--- src/rtl/grp_irq_pkg.sv ---
package grp_irq_pkg;

    // Registered decision of the selector.
    typedef enum logic [1:0] {
        SEL_IDLE    = 2'd0,
        SEL_QUEUE   = 2'd1,
        SEL_PREEMPT = 2'd2
    } sel_state_e;

endpackage

--- src/rtl/grp_irq_prio_bank.sv ---
module grp_irq_prio_bank #(
    parameter int NUM_SRC = 35,
    parameter int PRIO_W  = 5,
    parameter int IDX_W   = $clog2(NUM_SRC)
) (
    input  logic                      clk,
    input  logic                      rst_n,
    input  logic                      cfg_we,
    input  logic [IDX_W-1:0]          cfg_idx,
    input  logic [PRIO_W-1:0]         cfg_prio,
    input  logic                      cfg_enable,
    output logic [NUM_SRC*PRIO_W-1:0] prio_flat,
    output logic [NUM_SRC-1:0]        en_vec
);

    // One register slot per source.
    for (genvar g = 0; g < NUM_SRC; g++) begin : g_slot
        localparam logic [IDX_W-1:0] MY_IDX = IDX_W'(g);

        logic              hit;
        logic [PRIO_W-1:0] prio_q;
        logic              en_q;

        assign hit = cfg_we && (cfg_idx == MY_IDX);

        always_ff @(posedge clk) begin
            if (!rst_n) begin
                prio_q <= '0;
                en_q   <= 1'b0;
            end else if (hit) begin
                prio_q <= cfg_prio;
                en_q   <= cfg_enable;
            end
        end

        assign prio_flat[g*PRIO_W +: PRIO_W] = prio_q;
        assign en_vec[g]                     = en_q;
    end

endmodule

--- src/rtl/grp_irq_min_pick.sv ---
module grp_irq_min_pick #(
    parameter int NUM_SRC = 35,
    parameter int PRIO_W  = 5,
    parameter int IDX_W   = $clog2(NUM_SRC)
) (
    input  logic [NUM_SRC-1:0]        live,
    input  logic [NUM_SRC*PRIO_W-1:0] prio_flat,
    output logic                      any,
    output logic [IDX_W-1:0]          best_idx,
    output logic [PRIO_W-1:0]         best_prio
);

    // Scan from the lowest source up. A strict compare keeps the earlier
    // (lower-numbered) source on equal values. Comparing the whole value
    // orders by group first and tie-break level second, for every split.
    always_comb begin
        any       = 1'b0;
        best_idx  = '0;
        best_prio = '1;
        for (int i = 0; i < NUM_SRC; i++) begin
            if (live[i] && (!any || (prio_flat[i*PRIO_W +: PRIO_W] < best_prio))) begin
                any       = 1'b1;
                best_idx  = IDX_W'(i);
                best_prio = prio_flat[i*PRIO_W +: PRIO_W];
            end
        end
    end

endmodule

--- src/rtl/grp_irq_preempt_judge.sv ---
module grp_irq_preempt_judge #(
    parameter int PRIO_W = 5,
    parameter int GRP_W  = 3
) (
    input  logic [GRP_W-1:0]  grouping,
    input  logic [PRIO_W-1:0] cand_prio,
    input  logic              act_valid,
    input  logic [PRIO_W-1:0] act_prio,
    output logic              may_preempt
);

    localparam int TOP_CODE = (1 << GRP_W) - 1;
    localparam int OFFSET   = TOP_CODE - PRIO_W;

    int unsigned       sub_bits;
    logic [PRIO_W-1:0] cand_grp;
    logic [PRIO_W-1:0] act_grp;

    always_comb begin
        if (int'(grouping) <= OFFSET) begin
            sub_bits = 0;
        end else begin
            sub_bits = unsigned'(int'(grouping) - OFFSET);
        end
        cand_grp    = cand_prio >> sub_bits;
        act_grp     = act_prio >> sub_bits;
        may_preempt = !act_valid || (cand_grp < act_grp);
    end

endmodule

--- src/rtl/grp_irq_select.sv ---
module grp_irq_select
    import grp_irq_pkg::*;
#(
    parameter int NUM_SRC = 35,
    parameter int PRIO_W  = 5,
    parameter int GRP_W   = 3,
    parameter int IDX_W   = $clog2(NUM_SRC)
) (
    input  logic               clk,
    input  logic               rst_n,
    input  logic               cfg_we,
    input  logic [IDX_W-1:0]   cfg_idx,
    input  logic [PRIO_W-1:0]  cfg_prio,
    input  logic               cfg_enable,
    input  logic [NUM_SRC-1:0] req_pending,
    input  logic [GRP_W-1:0]   grouping,
    input  logic               act_valid,
    input  logic [PRIO_W-1:0]  act_prio,
    output logic [IDX_W-1:0]   sel_idx,
    output logic               sel_valid,
    output logic               sel_preempt
);

    logic [NUM_SRC*PRIO_W-1:0] prio_flat;
    logic [NUM_SRC-1:0]        en_vec;
    logic [NUM_SRC-1:0]        live;
    logic                      any;
    logic [IDX_W-1:0]          best_idx;
    logic [PRIO_W-1:0]         best_prio;
    logic                      may_preempt;

    sel_state_e       state_q, state_d;
    logic [IDX_W-1:0] idx_q;

    grp_irq_prio_bank #(
        .NUM_SRC (NUM_SRC),
        .PRIO_W  (PRIO_W),
        .IDX_W   (IDX_W)
    ) u_bank (
        .clk        (clk),
        .rst_n      (rst_n),
        .cfg_we     (cfg_we),
        .cfg_idx    (cfg_idx),
        .cfg_prio   (cfg_prio),
        .cfg_enable (cfg_enable),
        .prio_flat  (prio_flat),
        .en_vec     (en_vec)
    );

    assign live = req_pending & en_vec;

    grp_irq_min_pick #(
        .NUM_SRC (NUM_SRC),
        .PRIO_W  (PRIO_W),
        .IDX_W   (IDX_W)
    ) u_pick (
        .live      (live),
        .prio_flat (prio_flat),
        .any       (any),
        .best_idx  (best_idx),
        .best_prio (best_prio)
    );

    grp_irq_preempt_judge #(
        .PRIO_W (PRIO_W),
        .GRP_W  (GRP_W)
    ) u_judge (
        .grouping    (grouping),
        .cand_prio   (best_prio),
        .act_valid   (act_valid),
        .act_prio    (act_prio),
        .may_preempt (may_preempt)
    );

    // Next-state decision: every state may move to any state each cycle.
    always_comb begin
        if (!any) begin
            state_d = SEL_IDLE;
        end else if (may_preempt) begin
            state_d = SEL_PREEMPT;
        end else begin
            state_d = SEL_QUEUE;
        end
    end

    // State register with the winning index.
    always_ff @(posedge clk) begin
        if (!rst_n) begin
            state_q <= SEL_IDLE;
            idx_q   <= '0;
        end else begin
            state_q <= state_d;
            idx_q   <= any ? best_idx : '0;
        end
    end

    // Outputs decoded from the state.
    always_comb begin
        sel_idx = idx_q;
        unique case (state_q)
            SEL_IDLE: begin
                sel_valid   = 1'b0;
                sel_preempt = 1'b0;
            end
            SEL_QUEUE: begin
                sel_valid   = 1'b1;
                sel_preempt = 1'b0;
            end
            SEL_PREEMPT: begin
                sel_valid   = 1'b1;
                sel_preempt = 1'b1;
            end
            default: begin
                sel_valid   = 1'b0;
                sel_preempt = 1'b0;
            end
        endcase
    end

endmodule

--- config.mk ---
export PLATFORM = sky130hd
export DESIGN_NAME = grp_irq_select
export DESIGN_NICKNAME = d
export VERILOG_FILES = /design/src/rtl/grp_irq_pkg.sv /design/src/rtl/grp_irq_prio_bank.sv /design/src/rtl/grp_irq_min_pick.sv /design/src/rtl/grp_irq_preempt_judge.sv /design/src/rtl/grp_irq_select.sv
export SDC_FILE = /design/constraint.sdc
export NUM_CORES = 1
export LEC_CHECK = 0
export ABC_AREA = 0
export BUFFER_PORTS_ARGS = -buffer_cell sky130_fd_sc_hd__buf_2
export CELL_PAD_IN_SITES_DETAIL_PLACEMENT = 1
export CELL_PAD_IN_SITES_GLOBAL_PLACEMENT = 2
export CORE_MARGIN = 10
export CORE_UTILIZATION = 35
export DETAILED_ROUTE_END_ITERATION = 7
export HOLD_SLACK_MARGIN = 0.06
export PLACE_DENSITY = 0.75
export SLEW_MARGIN = 5
export SYNTH_ARGS = -nofsm -noshare
export SYNTH_HDL_FRONTEND = slang
export SYNTH_SLANG_ARGS = --single-unit
--- constraint.sdc ---
create_clock -name clk -period 73.7 [get_ports clk]
set_input_delay 18.425 -clock clk [delete_from_list [all_inputs] [get_ports clk]]
set_output_delay 18.425 -clock clk [all_outputs]
set_load 0.005 [all_outputs]
==> results.sh <==
export IMPL_status="completed"
export IMPL_p_leak_nw=8.91
export IMPL_synth_compound_gate_area_share=0.277
export IMPL_ant_nets=0
export IMPL_clockRootBuffer="clkbuf_16"
export IMPL_place_congestion=0.914
export IMPL_maxCapViolations=0
export IMPL_first_pass_iters=5
export IMPL_p_per_area_nw_per_um2=13.7
export IMPL_fin_nets=2687
export IMPL_fmax_mhz=14.2
export IMPL_synth_area_um2=19000
export IMPL_ir_drop_mv=0.0171
export IMPL_port_buffers=66
export IMPL_final_common_cell="nand2_1"
export IMPL_synthArstFlopShare=0
export IMPL_critPathMaxFanout=13
export IMPL_via_count=18900
export IMPL_min_period_ns=70.50
export IMPL_cts_buffers=30
export IMPL_initial_utilization=0.354
export IMPL_antenna_found_initial=1
export IMPL_seq_area_um2=4360
export IMPL_grt_pass1_wl_um=106000
export IMPL_hold_class="flop to flop"
export IMPL_path_delay_family="compound AO/OA/AOI/OAI gates"
export IMPL_ys_ff_latch=218
export IMPL_cp_num_buf_inv=27
export IMPL_fp_dieW_um=253
export IMPL_regToRegStartpoint="u_bank.g_slot[0].en_q"
export IMPL_max_stage_delay_ns=0.60
export IMPL_ys_seq_area_frac=0.229
export IMPL_layout_common_cells="nand2_1 (225), dfxtp_1 (218), mux2i_1 (197)"
export IMPL_grt_max_degree=78
export IMPL_worst_slew_pin_slew_ns=1.27
export IMPL_fin_hold_ws_ns=0.467
export IMPL_num_io_pins=67
export IMPL_routed_via_density=5.77
export IMPL_synth_xor_area_frac=0.00598
export IMPL_wl_per_cell_um=20.8
export IMPL_drc_errors=0
export IMPL_slowest_stage="or4_4"
export IMPL_layout_drive_gt1_share=0.194
export IMPL_n_antenna_cell=0
export IMPL_grt_pass1_vias=19200
export IMPL_p_total_mw=0.309
export IMPL_multi_input_area_um2=14500
export IMPL_synthCells=2431
export IMPL_muxShareOfSynthArea=0.124
export IMPL_routed_wl_um=67900
export IMPL_setup_viol=0
export IMPL_grt_usage=0.201
export IMPL_path_class="primary input to flop"
export IMPL_period_share=0.957
export IMPL_critPathLaunch="req_pending[0]"
export IMPL_clock_skew_ns=0.0128
export IMPL_die_area_um2=64100
export IMPL_die_h_um=253
export IMPL_cts_sinks=218
export IMPL_synth_top_flop_cell="dfxtp_1"
export IMPL_rows=85
export IMPL_synth_adder_area_share=0.0582
export IMPL_crit_required_ns=74.23
export IMPL_cts_path_max_buffers=3
export IMPL_critPathLaunchType="primary input"
export IMPL_hold_violations=0
export IMPL_yosys_area_share_simple=0.256
export IMPL_synth_warnings=0
export IMPL_n_fill_cell=6480
export IMPL_coreArea_um2=53800
export IMPL_cts_htree_levels=1
export IMPL_drt_iter0_markers=890
export IMPL_synth_area_per_cell_um2=7.83
export IMPL_relSlewSlack=0.155
export IMPL_path_clk_slew_ns=0.06
export IMPL_crit_path_end_kind="flop"
export IMPL_synth_top_family_by_area="compound AO/OA/AOI/OAI gates"
export IMPL_synth_net_count=2569
export IMPL_cp_arrival_ns=71.03
export IMPL_grt_overflow=0
export IMPL_dp_final_hpwl_um=49700
export IMPL_synth_edf_count=0
export IMPL_path_common_cell="ha_1"
export IMPL_netlist_cell_type_count=132
export IMPL_maxSlewViolCount=0
export IMPL_hold_start="u_bank.g_slot[5].en_q"
export IMPL_cts_tree="done"
export IMPL_synthToLayoutAreaGrowth_pct=18.3
export IMPL_insertion_delay_ns=0.59
## report_power, final
| part | internal (mW) | switching, mW | total, mW |
|---|---|---|---|
| logic | 0.0146 | 0.0243 | 0.0389 |
| registers | 0.118 | 0.000684 | 0.119 |
| clock network | 0.0911 | 0.0601 | 0.151 |
| total | 0.224 | 0.0851 | 0.309 |
## layer usage
metal | GRT usage | vias up | wire (µm)
li1 | - | 9178 | -
met1 | 0.261 | 9330 | 31500
met4 | 0.0466 | 2 | 1590
met3 | 0.0229 | 83 | 2000
met2 | 0.347 | 276 | 32800
met5 | 0 | - | 17
## tightest hold or removal path: cells and delay by family (launching register included)
family             cells  cell delay [ns]
AOI/OAI and AO/OA      1             0.06
DFF                    1             0.31
and+or+nand+nor        1             0.05
## worst paths after layout
check | slack [ns] | end | cells past startpoint
setup / recovery | 3.20 | state_q[1] | 283
hold / removal | 0.47 | u_bank.g_slot[5].en_q | 2
setup reg to reg | 20.67 | state_q[1] | 282
hold reg to reg | 0.47 | u_bank.g_slot[5].en_q | 2
## metrics by stage
step / setup WS (ns) / std cells / TNS, ns / utilization / instance area (µm²)
5_1_grt: -0.576 / 3268 / -1.13 / 0.419 / 22500
3_3_place_gp: -0.338 / 3154 / -0.667 / 0.377 / 20300
6_report: 3.20 / 3268 / 0 / 0.419 / 22500
4_1_cts: 0.0217 / 3215 / 0 / 0.398 / 21400
3_5_place_dp: -2.24 / 3154 / -8.96 / 0.377 / 20300
2_1_floorplan: 2.28 / 2431 / 0 / - / 19000
## state kept, by name (all words and copies together), names as in the netlist
name / count
sel_idx: 6
state_q: 2
u_bank.g_slot.en_q: 35
u_bank.g_slot.prio_q: 175
## cell usage after synthesis, types with 17 or more instances
master    number  area, µm²
inv_1        122        458
nor2_1       176        661
ha_1          79        988
and3_1        18        113
o21ai_1       19       95.1
a31oi_1       32        200
a21o_1        23        173
mux2_2        18        203
nand3_1      108        541
mux2i_1      206       2060
nor3_1        45        225
nand4_1       18        113
a21boi_0      51        383
o21a_1        24        180
o22ai_1       17        106
o21ai_0      102        510
nand2_1      232        871
and2_1        31        194
a21oi_1      119        596
clkbuf_1      74        278
or2_2         22        138
or3_1         19        119
a211oi_1      31        233
nand2b_1      23        144
nor2b_1      181       1130
dfxtp_1      218       4360
o211ai_1      43        323
## kinds of logic after synthesis
logic type,Yosys count
AO/OA/AOI/OAI,699
XOR/XNOR,13
adder cells (fa/ha/maj),91
buffers and inverters,234
flip-flops,218
multiplexers,231
AND/OR/NAND/NOR,945
## final cells by class
class / count / area share
clock buffers: 40 / 0.0377
repair buffers: 197 / 0.0585
clock inverters: 15 / 0.00766
inverters: 123 / 0.0205
flip-flops and latches: 218 / 0.194
multi-input cells: 1979 / 0.643
well taps: 696 / 0.0386
## repair_timing
item	in CTS	in global routing
pin swaps	4	55
hold buffers	0	0
buffers inserted	6	53
resized for setup	16	167
endpoints found under the setup margin	8	8
Power figures use the tool's default switching activity.
